[config.mk]
export PLATFORM = sky130hd
export DESIGN_NAME = lock_detector
export DESIGN_NICKNAME = d
export VERILOG_FILES = /design/src/rtl/ld_pkg.sv /design/src/rtl/ld_coinc_window.sv /design/src/rtl/ld_integrator.sv /design/src/rtl/ld_hyst_cmp.sv /design/src/rtl/lock_detector.sv
export SDC_FILE = /design/constraint.sdc
export NUM_CORES = 1
export LEC_CHECK = 0
export BUFFER_PORTS_ARGS = -buffer_cell sky130_fd_sc_hd__clkbuf_2
export CAP_MARGIN = 20
export CORE_MARGIN = 5
export CORE_UTILIZATION = 45
export CTS_CLUSTER_DIAMETER = 60
export DETAILED_ROUTE_END_ITERATION = 8
export PLACE_DENSITY_LB_ADDON = 0.3
export SYNTH_ARGS = -nofsm -noshare
export SYNTH_HDL_FRONTEND = slang
export SYNTH_SLANG_ARGS = --single-unit
[constraint.sdc]
create_clock -name clk -period 2 [get_ports clk]
set_input_delay 0.1 -clock clk [delete_from_list [all_inputs] [get_ports clk]]
set_output_delay 0.1 -clock clk [all_outputs]
set_load 0.005 [all_outputs]
[src/rtl/ld_pkg.sv]
package ld_pkg;

  typedef enum logic {
    LD_UNLOCKED = 1'b0,
    LD_LOCKED   = 1'b1
  } ld_state_e;

  typedef struct packed {
    logic dec;
    logic inc;
  } ld_evt_t;

endpackage

[src/rtl/ld_coinc_window.sv]
module ld_coinc_window
  import ld_pkg::*;
#(
  parameter int TOL_W      = 3,
  parameter int NARROW_MAX = 2
) (
  input  logic    clk,
  input  logic    rst_n,
  input  logic    up_i,
  input  logic    dn_i,
  input  logic    stb_i,
  output ld_evt_t evt_o
);

  localparam logic [TOL_W-1:0] TOL = TOL_W'(NARROW_MAX);

  logic             coin;
  logic             excess;
  logic [TOL_W-1:0] wcnt_q;
  logic             wide_q;

  assign coin   = up_i & dn_i;
  assign excess = coin && (wcnt_q >= TOL);

  always_comb begin
    evt_o     = '0;
    evt_o.dec = excess;
    evt_o.inc = stb_i && !wide_q && !excess;
  end

  always_ff @(posedge clk) begin
    if (!rst_n) begin
      wcnt_q <= '0;
      wide_q <= 1'b0;
    end else if (stb_i) begin
      wcnt_q <= '0;
      wide_q <= 1'b0;
    end else begin
      if (coin && (wcnt_q < TOL)) wcnt_q <= wcnt_q + 1'b1;
      if (excess)                 wide_q <= 1'b1;
    end
  end

  generate
    if (NARROW_MAX > 0) begin : g_tol
      // the first coincident cycle of a fresh period is always tolerated
      a_r3_first_tolerated: assert property (@(posedge clk) disable iff (!rst_n)
        stb_i |=> !evt_o.dec);
    end else begin : g_notol
      // with no tolerance every coincident cycle counts against lock
      a_r3_no_tolerance: assert property (@(posedge clk) disable iff (!rst_n)
        (up_i && dn_i) |-> evt_o.dec);
    end
  endgenerate

  // a period that went past the tolerance earns no increment
  a_r4_wide_blocks_inc: assert property (@(posedge clk) disable iff (!rst_n)
    (excess && !stb_i) |=> (stb_i |-> !evt_o.inc));

endmodule

[src/rtl/ld_integrator.sv]
module ld_integrator
  import ld_pkg::*;
#(
  parameter int CNT_W    = 8,
  parameter int INC_STEP = 1,
  parameter int DEC_MULT = 3
) (
  input  logic             clk,
  input  logic             rst_n,
  input  ld_evt_t          evt_i,
  output logic [CNT_W-1:0] cnt_o
);

  localparam logic [CNT_W-1:0] INC_V  = CNT_W'(INC_STEP);
  localparam logic [CNT_W-1:0] DEC_V  = CNT_W'(INC_STEP * DEC_MULT);
  localparam logic [CNT_W-1:0] MAX_V  = '1;
  localparam logic [CNT_W-1:0] HEAD_V = MAX_V - INC_V;

  logic [CNT_W-1:0] cnt_q;
  logic [CNT_W-1:0] cnt_d;

  always_comb begin
    cnt_d = cnt_q;
    if (evt_i.dec) begin
      cnt_d = (cnt_q >= DEC_V) ? (cnt_q - DEC_V) : '0;
    end else if (evt_i.inc) begin
      cnt_d = (cnt_q <= HEAD_V) ? (cnt_q + INC_V) : MAX_V;
    end
  end

  always_ff @(posedge clk) begin
    if (!rst_n) cnt_q <= '0;
    else        cnt_q <= cnt_d;
  end

  assign cnt_o = cnt_q;

  // a decrement never wraps upward past zero
  a_r5_no_wrap_down: assert property (@(posedge clk) disable iff (!rst_n)
    evt_i.dec |=> (cnt_q <= $past(cnt_q)));

  // an increment never wraps downward past the ceiling
  a_r6_no_wrap_up: assert property (@(posedge clk) disable iff (!rst_n)
    evt_i.inc |=> (cnt_q >= $past(cnt_q)));

  // without an event the integrator holds
  a_r4_hold_idle: assert property (@(posedge clk) disable iff (!rst_n)
    (!evt_i.inc && !evt_i.dec) |=> $stable(cnt_q));

endmodule

[src/rtl/ld_hyst_cmp.sv]
module ld_hyst_cmp
  import ld_pkg::*;
#(
  parameter int CNT_W = 8
) (
  input  logic             clk,
  input  logic             rst_n,
  input  logic [CNT_W-1:0] cnt_i,
  input  logic [CNT_W-1:0] thresh_i,
  output logic             locked_o
);

  ld_state_e        state_q;
  ld_state_e        state_d;
  logic [CNT_W-1:0] release_lvl;

  assign release_lvl = thresh_i >> 1;

  always_comb begin
    state_d = state_q;
    unique case (state_q)
      LD_UNLOCKED: if (cnt_i >= thresh_i)  state_d = LD_LOCKED;
      LD_LOCKED:   if (cnt_i < release_lvl) state_d = LD_UNLOCKED;
      default:     state_d = LD_UNLOCKED;
    endcase
  end

  always_ff @(posedge clk) begin
    if (!rst_n) state_q <= LD_UNLOCKED;
    else        state_q <= state_d;
  end

  assign locked_o = (state_q == LD_LOCKED);

  // once locked, a count at or above half the threshold keeps lock
  a_r8_hold_band: assert property (@(posedge clk) disable iff (!rst_n)
    (locked_o && (cnt_i >= (thresh_i >> 1))) |=> locked_o);

  // while unlocked, a count below threshold keeps it unlocked
  a_r7_no_early_lock: assert property (@(posedge clk) disable iff (!rst_n)
    (!locked_o && (cnt_i < thresh_i)) |=> !locked_o);

endmodule

[src/rtl/lock_detector.sv]
module lock_detector
  import ld_pkg::*;
#(
  parameter int CNT_W      = 8,
  parameter int INC_STEP   = 1,
  parameter int DEC_MULT   = 3,
  parameter int TOL_W      = 3,
  parameter int NARROW_MAX = 2
) (
  input  logic             clk,
  input  logic             rst_n,
  input  logic             up_i,
  input  logic             dn_i,
  input  logic             ref_stb_i,
  input  logic [CNT_W-1:0] thresh_i,
  output logic             lock_n_o
);

  ld_evt_t          evt;
  logic [CNT_W-1:0] cnt;
  logic             locked;

  ld_coinc_window #(
    .TOL_W      (TOL_W),
    .NARROW_MAX (NARROW_MAX)
  ) u_window (
    .clk   (clk),
    .rst_n (rst_n),
    .up_i  (up_i),
    .dn_i  (dn_i),
    .stb_i (ref_stb_i),
    .evt_o (evt)
  );

  ld_integrator #(
    .CNT_W    (CNT_W),
    .INC_STEP (INC_STEP),
    .DEC_MULT (DEC_MULT)
  ) u_integ (
    .clk   (clk),
    .rst_n (rst_n),
    .evt_i (evt),
    .cnt_o (cnt)
  );

  ld_hyst_cmp #(
    .CNT_W (CNT_W)
  ) u_cmp (
    .clk      (clk),
    .rst_n    (rst_n),
    .cnt_i    (cnt),
    .thresh_i (thresh_i),
    .locked_o (locked)
  );

  assign lock_n_o = ~locked;

  // without a coincident cycle the integrator never drops
  a_r2_single_pulse_safe: assert property (@(posedge clk) disable iff (!rst_n)
    !(up_i && dn_i) |=> (cnt >= $past(cnt)));

  // the integrator only rises on a strobe cycle
  a_r4_inc_on_strobe: assert property (@(posedge clk) disable iff (!rst_n)
    !ref_stb_i |=> (cnt <= $past(cnt)));

  // lock is only entered from a count at or above threshold
  a_r7_lock_entry: assert property (@(posedge clk) disable iff (!rst_n)
    $fell(lock_n_o) |-> ($past(cnt) >= $past(thresh_i)));

  // lock is only released from a count below half the threshold
  a_r8_lock_exit: assert property (@(posedge clk) disable iff (!rst_n)
    $rose(lock_n_o) |-> ($past(cnt) < ($past(thresh_i) >> 1)));

endmodule

# After elaboration in Yosys (flattened, before gate mapping)
# Index checks and enable logic that the tools add are counted.
# op_classes
add_sub_neg	3
reduce_logical	8
order_cmp	6
bitwise_logic	3
n_mux	7
# op_table
cell	n
two-way mux 8 bit	4
adder 8 x 1 -> 8 bit (second input constant)	1
>= comparator 8 x 2 -> 1 bit (second input constant)	1
>= comparator 8 bit	1
less-or-equal comparator 8 bit (second input constant)	1
< comparator 8 x 7 -> 1 bit	1
subtractor 8 x 2 -> 8 bit (second input constant)	1
logical AND 1 bit	4
adder 3 x 1 -> 3 bit (second input constant)	1
>= comparator 3 x 2 -> 1 bit (second input constant)	1
< comparator 3 x 2 -> 1 bit (second input constant)	1
logical NOT 1 bit	2
two-way mux 1 bit	2
NOT 1 bit	2
case mux 1 bit (2 select lines)	1
nonzero test 2 bit	1
OR reduction 2 bit	1
bitwise AND 1 bit	1
# word_totals
ff_bits	13
word_cells	31

# Longest topological paths before layout
# Gate-level depths: netlist (run 1).
# logic_depth
ltp_word	6
depth_mapped	8
mapped_depth_nobuf	7

# Hierarchy
# Synthesis (run 1) repeated with hierarchy kept, for this count alone.
# unflattened
cells_unflattened	150
area_unflattened_um2	1222.4
# by_module_without_submodules
module	instances	area_each_um2	cells_each
ld_integrator	1	659.4	86
ld_hyst_cmp	1	351.6	43
ld_coinc_window	1	207.7	20
lock_detector	1	3.8	1

# Worst setup path before layout (run 1)
# Ideal clock, no wire load.
# synth_timing
path_kind	register -> register
start	reg u_integ.cnt_q[0] (netlist: u_integ.cnt_o[0])
end	reg u_integ.cnt_q[2] (netlist: u_integ.cnt_o[2])
path_buffers	0
t_required_ns	1.914
path_stages_with_launch	8
slack_ns	0.378
t_arrival_ns	1.537
path_cell_list	dfxtp_1 > inv_1 > ha_1 > nand3b_1 > o31a_1 > nand3_1 > o21ai_1 > a211oi_1
# synth_via
elab_chain_len	4
word_cells_on_any_way	8
classes_between	2 x add/sub; 2 x order compare; 4 x mux
# synth_rtl
element	line	rtl
start: declaration	ld_integrator.sv:19	logic [CNT_W-1:0] cnt_q;
start signal: assignment	ld_integrator.sv:33	else cnt_q <= cnt_d;
adder 8 x 1 -> 8 bit or less-or-equal comparator 8 bit (tied branches)	ld_integrator.sv:27	cnt_d = (cnt_q <= HEAD_V) ? (cnt_q + INC_V) : MAX_V;
two-way mux 8 bit	ld_integrator.sv:27	
two-way mux 8 bit	ld_integrator.sv:26	end else if (evt_i.inc) begin
two-way mux 8 bit (*)	ld_integrator.sv:24	if (evt_i.dec) begin
# Every way passes the cells marked *; elsewhere a longest branch is shown, timed or not. The select of a mux whose other input is x is not followed.
# A chain may end at the register's enable or synchronous reset.

# Final worst setup path (run 1)
# layout_timing
start	reg u_integ.cnt_q[0] (netlist: u_integ.cnt_o[0])
end	reg u_integ.cnt_q[5] (netlist: u_integ.cnt_o[5])
# Same word-level chain as after synthesis.

==> metrics.md, run 1 <==
| Metric | Value |
|---|---|
| Run status | complete, no violations |
| Async set-or-reset flop fraction in the synthesized netlist | 0% |
| Crit. End Element | flop |
| Worst Path Arrival | 1960 ps |
| 1st-pass router iterations | 4 |
| Via count | 1221 |
| Drt wl/cell | 14.1 um |
| Overall die width | 62.4 um |
| Hold depth | 3 |
| Root buffer cell | clkbuf_4 |
| Cell count along the critical path | 8 |
| Worst-path clk slew | 100 ps |
| Vias in the first global route | 1170 |
| Worst R2R Path Depth | 8 |
| PD cells | 454 nW/um^2 |
| Synth Cell Area | 1230 sq um |
| Initial drt markers | 57 |
| Max VDD drop | 0.331 mV |
| Antenna viol nets, final | 0 |
| # rows | 19 |
| Initial antenna violation count | 0 |
| # fillers | 260 |
| Hold_ws | 150 ps |
| H-tree Lvls | 1 |
| Final hold vios | 0 |
| First-pass GRT wire length | 5020 um |
| Power Total | 0.000624 W |
| Tcrit/Tclk final | 88.0% |
| Die area | 3890 sq um |
| Critical Path, Cell by Cell | inv_1 -> ha_1 -> nand3b_1 -> buf_4 -> o21ai_0 -> mux2_1 -> nor2_1 -> a311oi_1 |
| Antenna cells | 0 |
| RSZ-0062 raised after global routing | false |
| Layout cells sized above 1 | 16.2% |
| Inserted Clock Buffers | 3 |
| Seq/Total Area, Yosys | 21.1% |
| CP Buf/Inv Count | 2 |
| LEAKAGE | 0.619 nW |
| CTS Buffer Depth | 2 |
| Most used DFF post-synth | dfxtp_1 |
| CP max stage cell | dfxtp_1 |
| Post-Syn Instances | 156 |
| Gpl congestion | 0.860 |
| DRC viols | 0 |
| Slew Limit Fails | 0 |
| Crit-path leading delay family | flip-flops |
| Max FO, Critical Path | 6 |
| Layout Skew | 5.29 ps |
| Syn nets | 187 |
| Slowest stage delay, CP | 410 ps |
| #FFs+latches synth | 13 |
| CP Launch Type | flop |
| Cts repair resizes | 0 |
| Slew HR | 65.8% |
| Worst Tran Pin Value | 510 ps |
| Routed WL | 2890 um |
| Layout Nets | 205 |
| CORE AREA | 2690 sq um |
| Worst skew pair latency | 290 ps |
| Clock sink count | 13 |
| Die Span Y | 62.4 um |
| Via density | 5.99 |
| Port bufs | 13 |
| Post-synth EDFFs | 0 |
| Setup Viol. Count Final | 0 |
| Grt ovf | 0 |
| Distinct cells, synth | 47 |
| GRT Util Overall | 15.6% |
| Syn avg cell area | 7.91 sq um |
| Max frequency | 568 MHz |
| Max Cap Viol | 0 |
| Final Critical Period | 1760 ps |
| Layout area overhead | 11.4% |
| Placed wire-length estimate | 2240 um |
| # hold bufs at CTS | 0 |
| Post-CTS Setup Inserts | 0 |
| Hold Crit Class | in -> reg |
| Setup TNS Final | 0 ps |
| Initial Util | 45.9% |
| Req. time, crit path | 2200 ps |
| Largest net degree at the start of global routing | 14 |
| CP Class | reg -> reg |
| CTS tree | done |
| Syn. warnings | 0 |
| IO Count | 14 |
==> cell families (layout without fill, tap and decap cells) <==
group | count (synthesis) | in the layout | synth area share [%]
AOI/OAI and AO/OA | 47 | 47 | 27.3
xor gates and xnor gates | 1 | 1 | 0.710
adders and majority gates | 18 | 18 | 18.3
buffers and inverters | 20 | 37 | 6.90
DFF | 13 | 13 | 21.1
muxes | 3 | 3 | 2.64
and+or+nand+nor | 54 | 54 | 23.1
==> flip-flops by register name, indices dropped and copies added (netlist names) <==
name,cells
u_cmp.locked_o,1
u_integ.cnt_o,8
u_window.wcnt_q,3
u_window.wide_q,1
==> cells in the mapped netlist, drive strengths merged, types with 2 or more instances <==
| cell | count | share of area (%) |
|---|---|---|
| nand2b | 3 | 1.5 |
| clkbuf | 2 | 0.61 |
| a21o | 4 | 2.4 |
| o31ai | 2 | 1.2 |
| nor4 | 2 | 1.5 |
| mux2 | 2 | 1.8 |
| nor3 | 8 | 3.2 |
| o2111ai | 2 | 1.4 |
| buf | 3 | 1.7 |
| nand2 | 8 | 2.4 |
| a31oi | 2 | 1.0 |
| inv | 15 | 4.6 |
| nor2b | 2 | 1.0 |
| a211oi | 6 | 4.1 |
| a311oi | 2 | 1.4 |
| dfxtp | 13 | 21 |
| o21a | 2 | 1.2 |
| nand3 | 4 | 2.0 |
| and3 | 2 | 1.0 |
| nand4 | 2 | 1.0 |
| ha | 18 | 18 |
| o311a | 2 | 1.6 |
| o21ai | 10 | 4.1 |
| o211ai | 3 | 1.8 |
| a21oi | 6 | 2.4 |
| nor2 | 17 | 5.4 |
==> layer usage <==
metal	share of wire (%)	global-route usage, %	routed length [um]
met3	5.5	3.06	159
met2	49	25.4	1400
met4	1.8	7.96	51
met5	0	0	0
met1	44	19.2	1270
==> worst register-to-register path: stages (launching register included) <==
cell and delay (ps):
dfxtp_1 410, inv_1 110, ha_1 190, nand3b_1 180
buf_4 190, o21ai_0 140, mux2_1 150, nor2_1 40
a311oi_1 250
==> final timing paths <==
path	startpoint	end	slack [ps]
max	u_integ.cnt_o[0]	u_integ.cnt_o[5]	240
min reg2reg	u_window.wide_q	u_window.wide_q	500
max reg2reg	u_integ.cnt_o[0]	u_integ.cnt_o[5]	240
min	rst_n	u_integ.cnt_o[6]	150
==> report_power, final <==
part | switching, W | internal (W) | leakage [nW]
registers | 0.0000209 | 0.000269 | 0.106
clock network | 0.000106 | 0.0000745 | 0.0177
logic | 0.0000827 | 0.0000712 | 0.495
total | 0.000209 | 0.000414 | 0.619
==> stage by stage <==
stage,instance area (sq um),utilization [%],setup WS [ps],cells
after floorplan,1230,-,378,156
after global placement,1350,50.1,333,200
after detailed placement,1350,50.1,278,200
after CTS,1370,51.1,246,204
after global routing,1370,51.1,35.9,204
final,1370,51.1,241,204
==> cell usage in the layout (no fill, tap or decap), types with 3 or more instances in the layout <==
| master | synthesis | layout |
|---|---|---|
| nand2_1 | 8 | 8 |
| nor2_1 | 16 | 16 |
| nand3_1 | 3 | 3 |
| a21oi_1 | 6 | 6 |
| inv_1 | 15 | 15 |
| a211oi_1 | 5 | 5 |
| o21ai_0 | 9 | 9 |
| nor3_1 | 8 | 8 |
| o211ai_1 | 3 | 3 |
| dfxtp_1 | 13 | 13 |
| ha_1 | 18 | 18 |
| buf_4 | 0 | 5 |
| a21o_1 | 4 | 4 |
| nand2b_1 | 3 | 3 |
| clkbuf_4 | 0 | 3 |
| clkbuf_2 | 0 | 13 |
==> area by class of cell <==
type / count / area, sq um / share of cell area, %
Clock buffer: 3 / 22.5 / 1.64
Clock inverter: 1 / 5.00 / 0.364
Inverter: 15 / 56.3 / 4.10
Multi-Input combinational cell: 123 / 888 / 64.7
Sequential cell: 13 / 260 / 18.9
Tap cell: 31 / 38.8 / 2.82
Timing Repair Buffer: 18 / 103 / 7.47
(Power assumes the default switching activity.)
==> run 2, diff against run 1 <==
--- a/config.mk
+++ b/config.mk
@@ -5,6 +5,7 @@
 export SDC_FILE = /design/constraint.sdc
 export NUM_CORES = 1
 export LEC_CHECK = 0
+export ABC_AREA = 1
 export BUFFER_PORTS_ARGS = -buffer_cell sky130_fd_sc_hd__clkbuf_2
 export CAP_MARGIN = 20
 export CORE_MARGIN = 5
==> metrics.md, run 2 <==
| Metric | Value |
|---|---|
| Net Sw Power | 0.000256 W |
| Initial Util | 46.0% |
| Hold Crit Class | in -> reg |
| Post-Syn Instances | 218 |
| Worst-path clk slew | 90 ps |
| Syn. warnings | 0 |
| IO Count | 14 |
| Die Span Y | 65.4 um |
| CP max stage cell | dfxtp_1 |
| Post-CTS Setup Inserts | 0 |
| # fillers | 321 |
| Power Internal | 0.000438 W |
| Setup TNS Final | 0 ps |
| Seq/Total Area, Yosys | 18.9% |
| Layout area overhead | 7.07% |
| Die area | 4270 sq um |
| Max FO, Critical Path | 10 |
| Antenna viol nets, final | 0 |
| Max frequency | 616 MHz |
| Max VDD drop | 0.288 mV |
| Synth Cell Area | 1380 sq um |
| Initial drt markers | 25 |
| Worst Tran Pin Value | 602 ps |
| Synth cell count leaders | nand2_1, inv_1, nor2_1, ha_1 |
| Via count | 1294 |
| DRC viols | 0 |
| RSZ-0062 raised after global routing | false |
| Overall die width | 65.4 um |
| Vias in the first global route | 1263 |
| Run status | complete, no violations |
| LEAKAGE | 0.820 nW |
| Most used DFF post-synth | dfxtp_1 |
| # hold bufs at CTS | 0 |
| Worst Path Arrival | 1810 ps |
| Max Cap Viol | 0 |
| First-pass GRT wire length | 5200 um |
| Via density | 4.92 |
| CP Launch Type | flop |
| PD cells | 470 nW/um^2 |
| Clock sink count | 13 |
| Most frequent cell after synthesis | nand2_1 |
| Antenna cells | 0 |
| Root buffer cell | clkbuf_4 |
| Drt wl/cell | 10.8 um |
| CTS Buffer Depth | 2 |
| Switch share | 36.9% |
| Syn avg cell area | 6.33 sq um |
| Slowest stage delay, CP | 710 ps |
| Port bufs | 13 |
| Sequential share of power | 44.7% |
| Combinational group share of total power | 30.6% |
| Layout Cells excl Fill | 263 |
| Gpl congestion | 0.828 |
| Req. time, crit path | 2180 ps |
| Worst Slack Setup Final | 377 ps |
| Placed wire-length estimate | 2240 um |
| Async set-or-reset flop fraction in the synthesized netlist | 0% |
| Tcrit/Tclk final | 81.2% |
| Syn nets | 249 |
| Largest net degree at the start of global routing | 11 |
| Setup Viol. Count Final | 0 |
| CORE AREA | 3000 sq um |
| Most common library cell in the layout ignoring fill and taps | nand2_1 |
| Final hold vios | 0 |
| # rows | 20 |
| Critical Path, Cell by Cell | ha_1 -> a21oi_1 -> nand2_1 -> nand2_1 -> nand3_1 -> nor2_1 -> nor2_1 |
| Most frequent cells in the layout | nand2_1, inv_1, nor2_1 |
| Final Critical Period | 1620 ps |
| Cts repair resizes | 0 |
| Synth area leader | dfxtp_1 |
| CP Class | reg -> reg |
| Worst skew pair latency | 280 ps |
| Synth area leaders | dfxtp_1, nand2_1, ha_1, inv_1, nor2_1 |
| Layout Nets | 262 |
| Distinct cells, synth | 26 |
| Cell area after layout | 1480 sq um |
| Post-synth EDFFs | 0 |
| Slew HR | 59.8% |
| Placed Instances | 259 |
| Post-synth top area share | 18.9% |
| Clock power share | 24.7% |
| H-tree Lvls | 1 |
| #FFs+latches synth | 13 |
| Routed WL | 2850 um |
| Layout cells sized above 1 | 15.2% |
| 1st-pass router iterations | 4 |
| Grt ovf | 0 |
| Slew Limit Fails | 0 |
| Crit. End Element | flop |
| GRT Util Overall | 15.3% |
| Pre-CTS setup slack | 401 ps |
| Max FFs per register | 8 |
| Area post-placement | 1450 sq um |
| Initial antenna violation count | 0 |
| CTS tree | done |
| Inserted Clock Buffers | 3 |
| Layout Skew | 4.84 ps |
## run 2: cell types whose count changed after synthesis, moves of 4 or more
cell | previous run | this run
a21oi_1 | 6 | 13
nor3_1 | 8 | 1
inv_1 | 15 | 34
nand2_1 | 8 | 64
nand2_2 | 0 | 4
nand3_1 | 3 | 11
a211oi_1 | 5 | 0
## run 2: metrics by stage
| stage | hold slack [ps] | utilization [%] | total power (W) |
|---|---|---|---|
| floorplan | 330 | - | 0.000484 |
| global placement | 453 | 48.3 | 0.000525 |
| detailed placement | 456 | 48.3 | 0.000530 |
| CTS | 145 | 49.2 | 0.000706 |
| global route | 165 | 49.2 | 0.000759 |
| finish | 144 | 49.2 | 0.000694 |
## run 2: kinds of logic after synthesis
logic type      Yosys count  synth area share, %
simple gates            114                 38.6
buf+inv                  40                 12.1
compound gates           29                 11.5
fa+ha+maj                18                 16.3
flops                    13                 18.9
xor+xnor                  4                 2.54
## run 2: final cells by class
class	instances	area, sq um	area share (%)
clock buffers	3	22.5	1.52
clock inverters	1	5.00	0.339
inverters	35	131	8.89
multi-input cells	165	952	64.4
flip-flops and latches	13	260	17.6
well taps	33	41.3	2.79
repair buffers	13	65.1	4.40
## run 2: critical path: cells and delay by family, from the launching register on
| family | cells | cell delay, ps |
|---|---|---|
| AOI/OAI and AO/OA | 1 | 140 |
| DFF | 1 | 710 |
| and+or+nand+nor | 5 | 310 |
| adders and majority gates | 1 | 360 |
## run 2: routing by layer
layer	track usage, %	wire [um]	vias up
met5	0	0	-
met4	4.92	51	0
met3	4.10	126	5
met2	26.9	1310	23
met1	17.8	1360	555
li1	-	-	711
## run 2: final timing paths
kind,start,end,cells after the start,slack [ps]
max,u_integ.cnt_o[3],u_cmp.locked_o,7,380
min,ref_stb_i,u_window.wcnt_q[2],4,140
max reg2reg,u_integ.cnt_o[3],u_cmp.locked_o,7,380
min reg2reg,u_window.wcnt_q[2],u_window.wcnt_q[2],2,460
## run 2: power by group through the flow
stage                     sequential, W  combinational, W  clock [W]
after CTS                      0.000310          0.000216   0.000181
final                          0.000310          0.000212   0.000172
after global routing           0.000313          0.000256   0.000189
after detailed placement       0.000316          0.000214          0
after floorplan                0.000294          0.000190          0
after global placement         0.000316          0.000210          0
==> run 3, diff against run 2 <==
==> constraint.sdc (replaced) <==
create_clock -name clk -period 1.5 [get_ports clk]
set_input_delay 0.075 -clock clk [delete_from_list [all_inputs] [get_ports clk]]
set_output_delay 0.075 -clock clk [all_outputs]
set_load 0.005 [all_outputs]
==> metrics.md, run 3 (synthesized netlist as in run 2, its figures left out) <==
| Metric | Value |
|---|---|
| Most frequent cells in the layout | nand2_1, inv_1, nor2_1 |
| Crit. End Element | flop |
| Max FFs per register | 8 |
| Worst hold endpoint | u_window.wcnt_q[0] |
| Worst R2R Path Depth | 11 |
| Max Cap Viol | 0 |
| CP Launch Type | flop |
| Layout cells sized above 1 | 24.6% |
| Hold depth | 4 |
| First-pass GRT wire length | 5350 um |
| Layout Skew | 3.27 ps |
| FF-to-FF End | u_integ.cnt_o[5] |
| Initial drt markers | 47 |
| Placed wire-length estimate | 2400 um |
| Via count | 1373 |
| Tcrit/Tclk final | 90.3% |
| Grt ovf | 0 |
| Worst r2r src | u_integ.cnt_o[0] |
| PD cells | 601 nW/um^2 |
| Max VDD drop | 0.327 mV |
| Antenna viol nets, final | 0 |
| Layout area overhead | 18.0% |
| Most common library cell in the layout ignoring fill and taps | nand2_1 |
| GRT Util Overall | 15.7% |
| Final Critical Period | 1360 ps |
| DRC viols | 0 |
| CP Class | reg -> reg |
| Clock sink count | 13 |
| Largest net degree at the start of global routing | 11 |
| H-tree Lvls | 1 |
| # hold bufs at CTS | 0 |
| 1st-pass router iterations | 6 |
| RSZ-0062 raised after global routing | false |
| R2R setup slack | 140 ps |
| # fillers | 305 |
| Final core area utilization | 54.2% |
| CORE AREA | 3000 sq um |
| Worst Tran Pin Value | 271 ps |
| Layout Nets | 276 |
| Drt wl/cell | 10.9 um |
| Worst skew pair latency | 280 ps |
| Final hold vios | 0 |
| Overall die width | 65.4 um |
| Setup TNS Final | 0 ps |
| Port bufs | 13 |
| Inserted Clock Buffers | 3 |
| Via density | 4.96 |
| Slew HR | 81.9% |
| Run status | complete, no violations |
| Req. time, crit path | 1730 ps |
| IO Count | 14 |
| Initial antenna violation count | 0 |
| Die area | 4270 sq um |
| Gpl congestion | 0.857 |
| Slew Limit Fails | 0 |
| Worst Path Arrival | 1590 ps |
| Root buffer cell | clkbuf_4 |
| Initial Util | 46.0% |
| Max FO, Critical Path | 5 |
| Routed WL | 3010 um |
| Setup Viol. Count Final | 0 |
| Hold Crit Class | in -> reg |
| Worst-path clk slew | 90 ps |
| CTS tree | done |
| Max frequency | 738 MHz |
| Antenna cells | 0 |
| Hold path startpoint | ref_stb_i |
| # rows | 20 |
| LEAKAGE | 0.898 nW |
| Die Span Y | 65.4 um |
| CTS Buffer Depth | 2 |
| Vias in the first global route | 1254 |
## run 3: changes by cell type in the layout (fill, tap and decap cells not counted), sizes merged
cell  delta
buf     +14
## run 3: cell type report
class	count	area [sq um]	area share, %
Clock inverter	1	5.00	0.307
Inverter	35	131	8.07
Multi-Input combinational cell	165	990	60.8
Clock buffer	3	22.5	1.38
Tap cell	33	41.3	2.54
Sequential cell	13	268	16.4
Timing Repair Buffer	27	170	10.5
## run 3: how the worst max path moves through the flow
stage                       start  slack, ps  depth (start not counted)               end
6_report         u_integ.cnt_o[0]        140                         11  u_integ.cnt_o[5]
5_1_grt          u_integ.cnt_o[0]         10                         11  u_integ.cnt_o[6]
4_1_cts        u_window.wcnt_q[0]         40                         10  u_integ.cnt_o[5]
3_5_place_dp   u_window.wcnt_q[0]         60                         10  u_integ.cnt_o[5]
3_3_place_gp   u_window.wcnt_q[0]         90                         10  u_integ.cnt_o[7]
2_1_floorplan    u_integ.cnt_o[1]        210                          9  u_integ.cnt_o[7]
## run 3: report_power, final
part	switching (W)	total [W]	leakage, nW	internal, W
clock	0.000127	0.000226	0.0177	0.0000989
sequential	0.0000266	0.000394	0.109	0.000368
combinational	0.000204	0.000358	0.771	0.000154
total	0.000357	0.000978	0.898	0.000621
## run 3: per-stage QoR
step / instances / total power [W] / setup slack, ps / hold slack (ps) / instance area (sq um)
2_1_floorplan: 218 / 0.000645 / 214 / 305 / 1380
3_3_place_gp: 272 / 0.000743 / 94.4 / 432 / 1550
3_5_place_dp: 272 / 0.000742 / 58.6 / 435 / 1550
4_1_cts: 276 / 0.000971 / 36.7 / 125 / 1580
5_1_grt: 277 / 0.00107 / 9.68 / 162 / 1630
6_report: 277 / 0.000978 / 145 / 144 / 1630
## run 3: repair_timing
| action | CTS | global route |
|---|---|---|
| endpoints found under the hold margin | 0 | 0 |
| endpoints found under the setup margin | 0 | 9 |
| resized for setup | 0 | 16 |
| setup buffers | 0 | 1 |
## run 3: layer usage
metal	share of wire, %	routed length (um)	track usage (%)
met2	46	1390	26.0
met4	2.1	62	4.66
met5	0	0	0
met1	47	1400	20.6
met3	5.2	155	3.08
## run 3: worst max-delay path, cell delays in order (launching register included)
cell and delay, ps:
dfxtp_1 360, inv_1 70, ha_1 190, inv_1 50
nand2_1 40, nor2_1 110, nand2_2 90, nor2_2 150
nor2_4 70, nand3_1 80, nand2_1 60, inv_1 40
